[config.mk]
export PLATFORM = sky130hd
export DESIGN_NAME = vshape_cfg_unit
export DESIGN_NICKNAME = d
export VERILOG_FILES = /design/src/rtl/vshape_pkg.sv /design/src/rtl/vshape_decode.sv /design/src/rtl/vshape_len.sv /design/src/rtl/vshape_tmpl.sv /design/src/rtl/vshape_cfg_unit.sv
export SDC_FILE = /design/constraint.sdc
export NUM_CORES = 1
export LEC_CHECK = 0
export CORE_UTILIZATION = 53
export CTS_CLUSTER_DIAMETER = 120
export DETAILED_ROUTE_END_ITERATION = 8
export PLACE_DENSITY = 0.84
export SLEW_MARGIN = 10
export SYNTH_ARGS = -nofsm -noshare
export SYNTH_HDL_FRONTEND = slang
export SYNTH_HIERARCHICAL = 1
export SYNTH_SLANG_ARGS = --single-unit
[constraint.sdc]
create_clock -name clk -period 1 [get_ports clk]
set_input_delay 0.2 -clock clk [delete_from_list [all_inputs] [get_ports clk]]
set_output_delay 0.2 -clock clk [all_outputs]
set_load 0.005 [all_outputs]
[src/rtl/vshape_pkg.sv]
package vshape_pkg;
  localparam int WORD_W     = 32;
  localparam int OP_W       = 6;
  localparam int DIM_W      = 5;
  localparam int MODE_W     = 4;
  localparam int XO_W       = 5;
  localparam int NUM_SHAPES = 4;
  localparam int LOG_LIMIT  = 5;

  localparam logic [XO_W-1:0]   XO_SHAPE    = 5'b00001;
  localparam logic [MODE_W-1:0] MODE_MATRIX = 4'b0000;
  localparam logic [MODE_W-1:0] MODE_BFLY   = 4'b0001;

  // shape descriptor field positions (bit 31 is the most significant)
  localparam int XDIM_HI  = 31;
  localparam int YDIM_HI  = 25;
  localparam int PERM_HI  = 13;
  localparam int SCHED_HI = 3;

  localparam logic [2:0] PERM_XZY      = 3'b001;
  localparam logic [1:0] SKIP_Y        = 2'b11;
  localparam logic [1:0] SCHED_HALFSTP = 2'b01;
  localparam logic [1:0] SCHED_COEFF   = 2'b10;

  typedef logic [WORD_W-1:0] word_t;

  // packed in the same most-significant-first order as the instruction
  typedef struct packed {
    logic [OP_W-1:0]   po;
    logic [DIM_W-1:0]  xd;
    logic [DIM_W-1:0]  yd;
    logic [DIM_W-1:0]  zd;
    logic [MODE_W-1:0] mode;
    logic              vf;
    logic [XO_W-1:0]   xo;
    logic              rsv;
  } shape_insn_t;
endpackage

[src/rtl/vshape_decode.sv]
module vshape_decode
  import vshape_pkg::*;
#(
  parameter logic [OP_W-1:0] PRIMARY_OP = 6'd22
) (
  input  logic        valid_i,
  input  word_t       insn_i,
  output shape_insn_t fields_o,
  output logic        exec_o
);
  always_comb begin
    fields_o = shape_insn_t'(insn_i);
    exec_o   = valid_i && (fields_o.po == PRIMARY_OP) && (fields_o.xo == XO_SHAPE);
  end
endmodule

[src/rtl/vshape_len.sv]
module vshape_len
  import vshape_pkg::*;
#(
  parameter int LEN_W = 7
) (
  input  logic [MODE_W-1:0] mode_i,
  input  logic [DIM_W-1:0]  xd_i,
  input  logic [DIM_W-1:0]  yd_i,
  input  logic [DIM_W-1:0]  zd_i,
  output logic [LEN_W-1:0]  len_o
);
  localparam int EXT_W  = DIM_W + 1;
  localparam int PROD_W = 3 * EXT_W;
  localparam int CNT_W  = $clog2(LOG_LIMIT + 1);
  localparam int BF_W   = EXT_W + CNT_W;
  localparam int SCAN_N = (DIM_W < LOG_LIMIT) ? DIM_W : LOG_LIMIT;

  logic [EXT_W-1:0]  xs, ys, zs;
  logic [PROD_W-1:0] prod;
  logic [CNT_W-1:0]  log_cnt;
  logic              run;
  logic [BF_W-1:0]   bfly_ops;

  always_comb begin
    xs   = {1'b0, xd_i} + EXT_W'(1);
    ys   = {1'b0, yd_i} + EXT_W'(1);
    zs   = {1'b0, zd_i} + EXT_W'(1);
    prod = PROD_W'(xs) * PROD_W'(ys) * PROD_W'(zs);
  end

  // trailing-ones scan of xd gives log2 of the transform size
  always_comb begin
    log_cnt = '0;
    run     = 1'b1;
    for (int i = 0; i < SCAN_N; i++) begin
      if (!xd_i[i]) run = 1'b0;
      if (run) log_cnt = log_cnt + CNT_W'(1);
    end
    bfly_ops = (BF_W'(xs) * BF_W'(log_cnt)) >> 1;
  end

  always_comb begin
    if (mode_i == MODE_MATRIX)    len_o = prod[LEN_W-1:0];
    else if (mode_i == MODE_BFLY) len_o = LEN_W'(bfly_ops);
    else                          len_o = '0;
  end
endmodule

[src/rtl/vshape_tmpl.sv]
module vshape_tmpl
  import vshape_pkg::*;
(
  input  logic [MODE_W-1:0]                  mode_i,
  input  logic [DIM_W-1:0]                   xd_i,
  input  logic [DIM_W-1:0]                   yd_i,
  output logic [NUM_SHAPES-1:0][WORD_W-1:0]  shapes_o
);
  logic is_mat, is_bfly;
  always_comb begin
    is_mat  = (mode_i == MODE_MATRIX);
    is_bfly = (mode_i == MODE_BFLY);
  end

  for (genvar g = 0; g < NUM_SHAPES; g++) begin : g_shape
    always_comb begin
      shapes_o[g] = '0;
      if (is_mat || is_bfly)
        shapes_o[g][XDIM_HI -: DIM_W+1] = {1'b0, xd_i};
      if (is_mat)
        shapes_o[g][YDIM_HI -: DIM_W+1] = {1'b0, yd_i};
      if (g == 2 && is_mat) begin
        shapes_o[g][PERM_HI -: 3]  = PERM_XZY;
        shapes_o[g][SCHED_HI -: 2] = SKIP_Y;
      end
      if (g == 1 && is_bfly) shapes_o[g][SCHED_HI -: 2] = SCHED_HALFSTP;
      if (g == 2 && is_bfly) shapes_o[g][SCHED_HI -: 2] = SCHED_COEFF;
    end
  end
endmodule

[src/rtl/vshape_cfg_unit.sv]
module vshape_cfg_unit
  import vshape_pkg::*;
#(
  parameter logic [5:0] PRIMARY_OP = 6'd22,
  parameter int         LEN_W      = 7
) (
  input  logic        clk,
  input  logic        rst_n,
  input  logic        insn_valid_i,
  input  logic [31:0] insn_i,
  output logic [31:0] state_o,
  output logic        state_we_o,
  output logic [31:0] shape0_o,
  output logic [31:0] shape1_o,
  output logic [31:0] shape2_o,
  output logic [31:0] shape3_o,
  output logic        shape_we_o,
  output logic        vf_o,
  output logic        vf_we_o,
  output logic        done_o
);
  localparam int STATE_PAD = WORD_W - 2 * LEN_W;
  localparam int MVL_HI    = WORD_W - 1;
  localparam int VL_HI     = WORD_W - 1 - LEN_W;

  shape_insn_t f;
  logic        exec;
  logic [LEN_W-1:0] len;
  logic [NUM_SHAPES-1:0][WORD_W-1:0] shapes_n;

  vshape_decode #(.PRIMARY_OP(PRIMARY_OP)) i_decode (
    .valid_i(insn_valid_i), .insn_i(insn_i), .fields_o(f), .exec_o(exec)
  );

  vshape_len #(.LEN_W(LEN_W)) i_len (
    .mode_i(f.mode), .xd_i(f.xd), .yd_i(f.yd), .zd_i(f.zd), .len_o(len)
  );

  vshape_tmpl i_tmpl (
    .mode_i(f.mode), .xd_i(f.xd), .yd_i(f.yd), .shapes_o(shapes_n)
  );

  logic [WORD_W-1:0] state_q, state_d;
  logic [NUM_SHAPES-1:0][WORD_W-1:0] shape_q, shape_d;
  logic vf_q, vf_d, done_q, done_d;

  always_comb begin
    state_d = state_q;
    shape_d = shape_q;
    vf_d    = vf_q;
    done_d  = exec;
    if (exec) begin
      state_d = {len, len, {STATE_PAD{1'b0}}};
      shape_d = shapes_n;
      vf_d    = f.vf;
    end
  end

  always_ff @(posedge clk or negedge rst_n) begin
    if (!rst_n) begin
      state_q <= '0;
      shape_q <= '0;
      vf_q    <= 1'b0;
      done_q  <= 1'b0;
    end else begin
      done_q <= done_d;
      if (exec) begin
        state_q <= state_d;
        shape_q <= shape_d;
        vf_q    <= vf_d;
      end
    end
  end

  assign state_o    = state_q;
  assign shape0_o   = shape_q[0];
  assign shape1_o   = shape_q[1];
  assign shape2_o   = shape_q[2];
  assign shape3_o   = shape_q[3];
  assign vf_o       = vf_q;
  assign done_o     = done_q;
  assign state_we_o = done_q;
  assign shape_we_o = done_q;
  assign vf_we_o    = done_q;

  assert_done_after_exec_R2: assert property (@(posedge clk) disable iff (!rst_n)
    (insn_valid_i && insn_i[31:26] == PRIMARY_OP && insn_i[5:1] == XO_SHAPE) |=> done_o);

  assert_ignored_holds_R1: assert property (@(posedge clk) disable iff (!rst_n)
    !(insn_valid_i && insn_i[31:26] == PRIMARY_OP && insn_i[5:1] == XO_SHAPE)
      |=> (!done_o && $stable(state_o) && $stable(shape0_o) && $stable(shape2_o) && $stable(vf_o)));

  assert_lengths_match_R7: assert property (@(posedge clk) disable iff (!rst_n)
    done_o |-> (state_o[MVL_HI -: LEN_W] == state_o[VL_HI -: LEN_W]));

  assert_undef_clears_R9: assert property (@(posedge clk) disable iff (!rst_n)
    (exec && insn_i[10:7] != MODE_MATRIX && insn_i[10:7] != MODE_BFLY)
      |=> (state_o == '0 && shape0_o == '0 && shape1_o == '0 && shape2_o == '0 && shape3_o == '0));

  assert_coeff_code_R6: assert property (@(posedge clk) disable iff (!rst_n)
    (exec && insn_i[10:7] == MODE_BFLY) |=> (shape2_o[SCHED_HI -: 2] == SCHED_COEFF));

  assert_vf_follows_R8: assert property (@(posedge clk) disable iff (!rst_n)
    exec |=> (vf_o == $past(insn_i[6])));
endmodule

==> impl_metrics.tcl <==
set metrics [dict create \
    numCtsBuffers 17 \
    antenna_found_initial 1 \
    status "finished, violations left" \
    clkTransAtPathRegs_ns 0.07 \
    arrival_ns 6.15 \
    grtUsageTotal_pct 34.21 \
    hp-class "input pin to asynchronous set/reset pin" \
    setup-violations-final 284 \
    cp_slowest_cell "fa_2" \
    htreeDepth 4 \
    pwr-share-seq_pct 30.6 \
    clockPowerShare_pct 35.5 \
    vias 7528 \
    tritoncts "yes" \
    fillers 617 \
    synth_area_mm2 0.008592 \
    gp_congestion 0.8957 \
    portBuffers 180 \
    io_pins 200 \
    power_density_mw_per_mm2 1339 \
    worstPathMaxFanout 3 \
    cts_root_buf "clkbuf_16" \
    hold_violations 0 \
    rr_endpoint "shape2_o[14]$_DFFE_PN0P_" \
    rsz0062_at_grt "true" \
    syn_to_final_growth_pct 58.82 \
    seqCellArea_mm2 0.003428 \
    cp_data_required_time_ns 1.33 \
    wl_met3_um 2616 \
    cap_violations 0 \
    drt_wl_total_um 34000 \
    yosysWarnings 6 \
    row_count 46 \
    hpwl_um 14980 \
    viasPerCell 5.316 \
    p_switching_mw 5.670 \
    cellInternalPower_mw 12.60 \
    tns_ns -123.03 \
    timing.fmax_mhz 171.8 \
    syn_avg_cell_area_um2 12.03 \
    switching_share_pct 31.03 \
    cp-startpoint "insn_i[16]" \
    p_leak_nw 7.565 \
    final_util_pct 86.21 \
    antenna_left 0 \
    fin_nets 1277 \
    stdcell_count 1416 \
    r2r_start "shape2_o[14]$_DFFE_PN0P_" \
    critPathKind "input pin to flip-flop" \
    gr-total-overflow 0 \
    violations "setup timing" \
    drtIter0Drc 547 \
    first_pass_iters 5 \
    dp.cells 1202 \
    holdWs_ns 0.2061 \
    layout-drive-gt1-share_pct 63.14 \
    fin_ws_ns -4.822 \
    wl_met2_um 16840 \
    r2r_cells 4 \
    p_comb_share_pct 33.9 \
    clock_latency_ns 0.44 \
    peakVddDrop_mv 1.348 \
    netlist_instances 714 \
    cp-start-kind "input pin" \
    post_drt_wl_per_cell_um 24.01 \
    multiInputGateArea_mm2 0.004857 \
    slowest_delay_ns 0.57 \
    highest_layer "met4" \
    route.detailed.drc 0 \
    grt_pass1_wl_um 41960 \
    clock_sinks 137 \
    rrSetupSlack_ns -0.21 \
    initial_utilization_pct 54.28 \
    maxSlewViolCount 0 \
    cp-end-kind "flip-flop" \
    period_share_pct 582.2 \
    die_w_um 129.3 \
    wl_met1_um 11980 \
    core_mm2 0.01583 \
    clock_skew_ns 0 \
    dieArea_mm2 0.01673 \
    grt_pass1_vias 7442 \
    fin_crit_ns 5.822 \
    clock_path_buffers 2 \
    fp.dieH_um 129.3 \
    grt_max_degree 30 \
    dp_slack_ns -5.801 \
]
-- power groups by stage --
stage / sequential (mW) / clock [mW] / combinational [mW]
2_1_floorplan: 5.69 / 0 / 3.10
3_3_place_gp: 5.69 / 0 / 3.95
3_5_place_dp: 5.69 / 0 / 4.15
4_1_cts: 5.59 / 6.34 / 5.26
5_1_grt: 5.59 / 6.75 / 6.58
6_report: 5.59 / 6.48 / 6.20
-- worst max-delay path, delay by kind of cell --
| family | cells | cell delay [ns] |
|---|---|---|
| buf+inv | 8 | 0.68 |
| simple gates | 2 | 0.13 |
| xor+xnor | 4 | 0.60 |
| compound gates | 4 | 0.76 |
| mux | 1 | 0.25 |
| fa+ha+maj | 9 | 3.54 |
-- layer usage --
| metal | up-vias | track usage (%) |
|---|---|---|
| li1 | 3055 | - |
| met1 | 3768 | 38.22 |
| met2 | 477 | 61.42 |
| met3 | 228 | 8.010 |
| met4 | 0 | 16.33 |
| met5 | - | 0 |
-- cell type report --
type / instances / area share (%)
clock buffers: 18 / 3.218
repair buffers: 539 / 32.24
clock inverters: 13 / 1.054
flip-flops and latches: 137 / 25.12
well taps: 216 / 1.981
multi-input cells: 464 / 35.60
inverters: 28 / 0.7702
diodes: 1 / 0.01834
-- sequential cells by signal, summed over array words and instances (netlist names) --
signal    cells
shape3_o     32
vf_o          1
done_o        1
shape2_o     32
shape0_o     32
state_o       7
shape1_o     32
-- timing repair --
item,in CTS,in global routing
gates cloned,8,0
buffers inserted,120,62
hold buffers,1,0
gates resized for setup,762,56
hold endpoints to repair,137,0
pin swaps,52,48
endpoints found under the setup margin,284,284
-- stage by stage --
| step | power, mW | instance area (um^2) |
|---|---|---|
| final | 18.27 | 13650 |
| after global routing | 18.93 | 13650 |
| after CTS | 17.18 | 13070 |
| after detailed placement | 9.843 | 11550 |
| after global placement | 9.637 | 11550 |
| after floorplan | 8.795 | 9557 |
-- placed cells by master (no fill, tap or decap), types with 17 or more instances in the layout --
cell,count
buf_12,19
buf_2,133
buf_4,301
buf_6,48
clkbuf_16,17
conb_1,102
dfrtp_1,137
fa_1,20
ha_1,17
mux2_4,138
nand2_1,22
xnor2_1,18
-- how the worst max path moves through the flow --
stage	endpoint	slack, ns	depth (start not counted)
6_report	state_o[24]$_DFFE_PN0P_	-4.82	28
5_1_grt	state_o[24]$_DFFE_PN0P_	-4.92	28
3_5_place_dp	state_o[24]$_DFFE_PN0P_	-5.80	23
2_1_floorplan	state_o[24]$_DFFE_PN0P_	-4.96	25
3_3_place_gp	state_o[24]$_DFFE_PN0P_	-5.65	23
4_1_cts	state_o[24]$_DFFE_PN0P_	-4.80	23
Note: power is estimated with default switching activity, not from simulation.
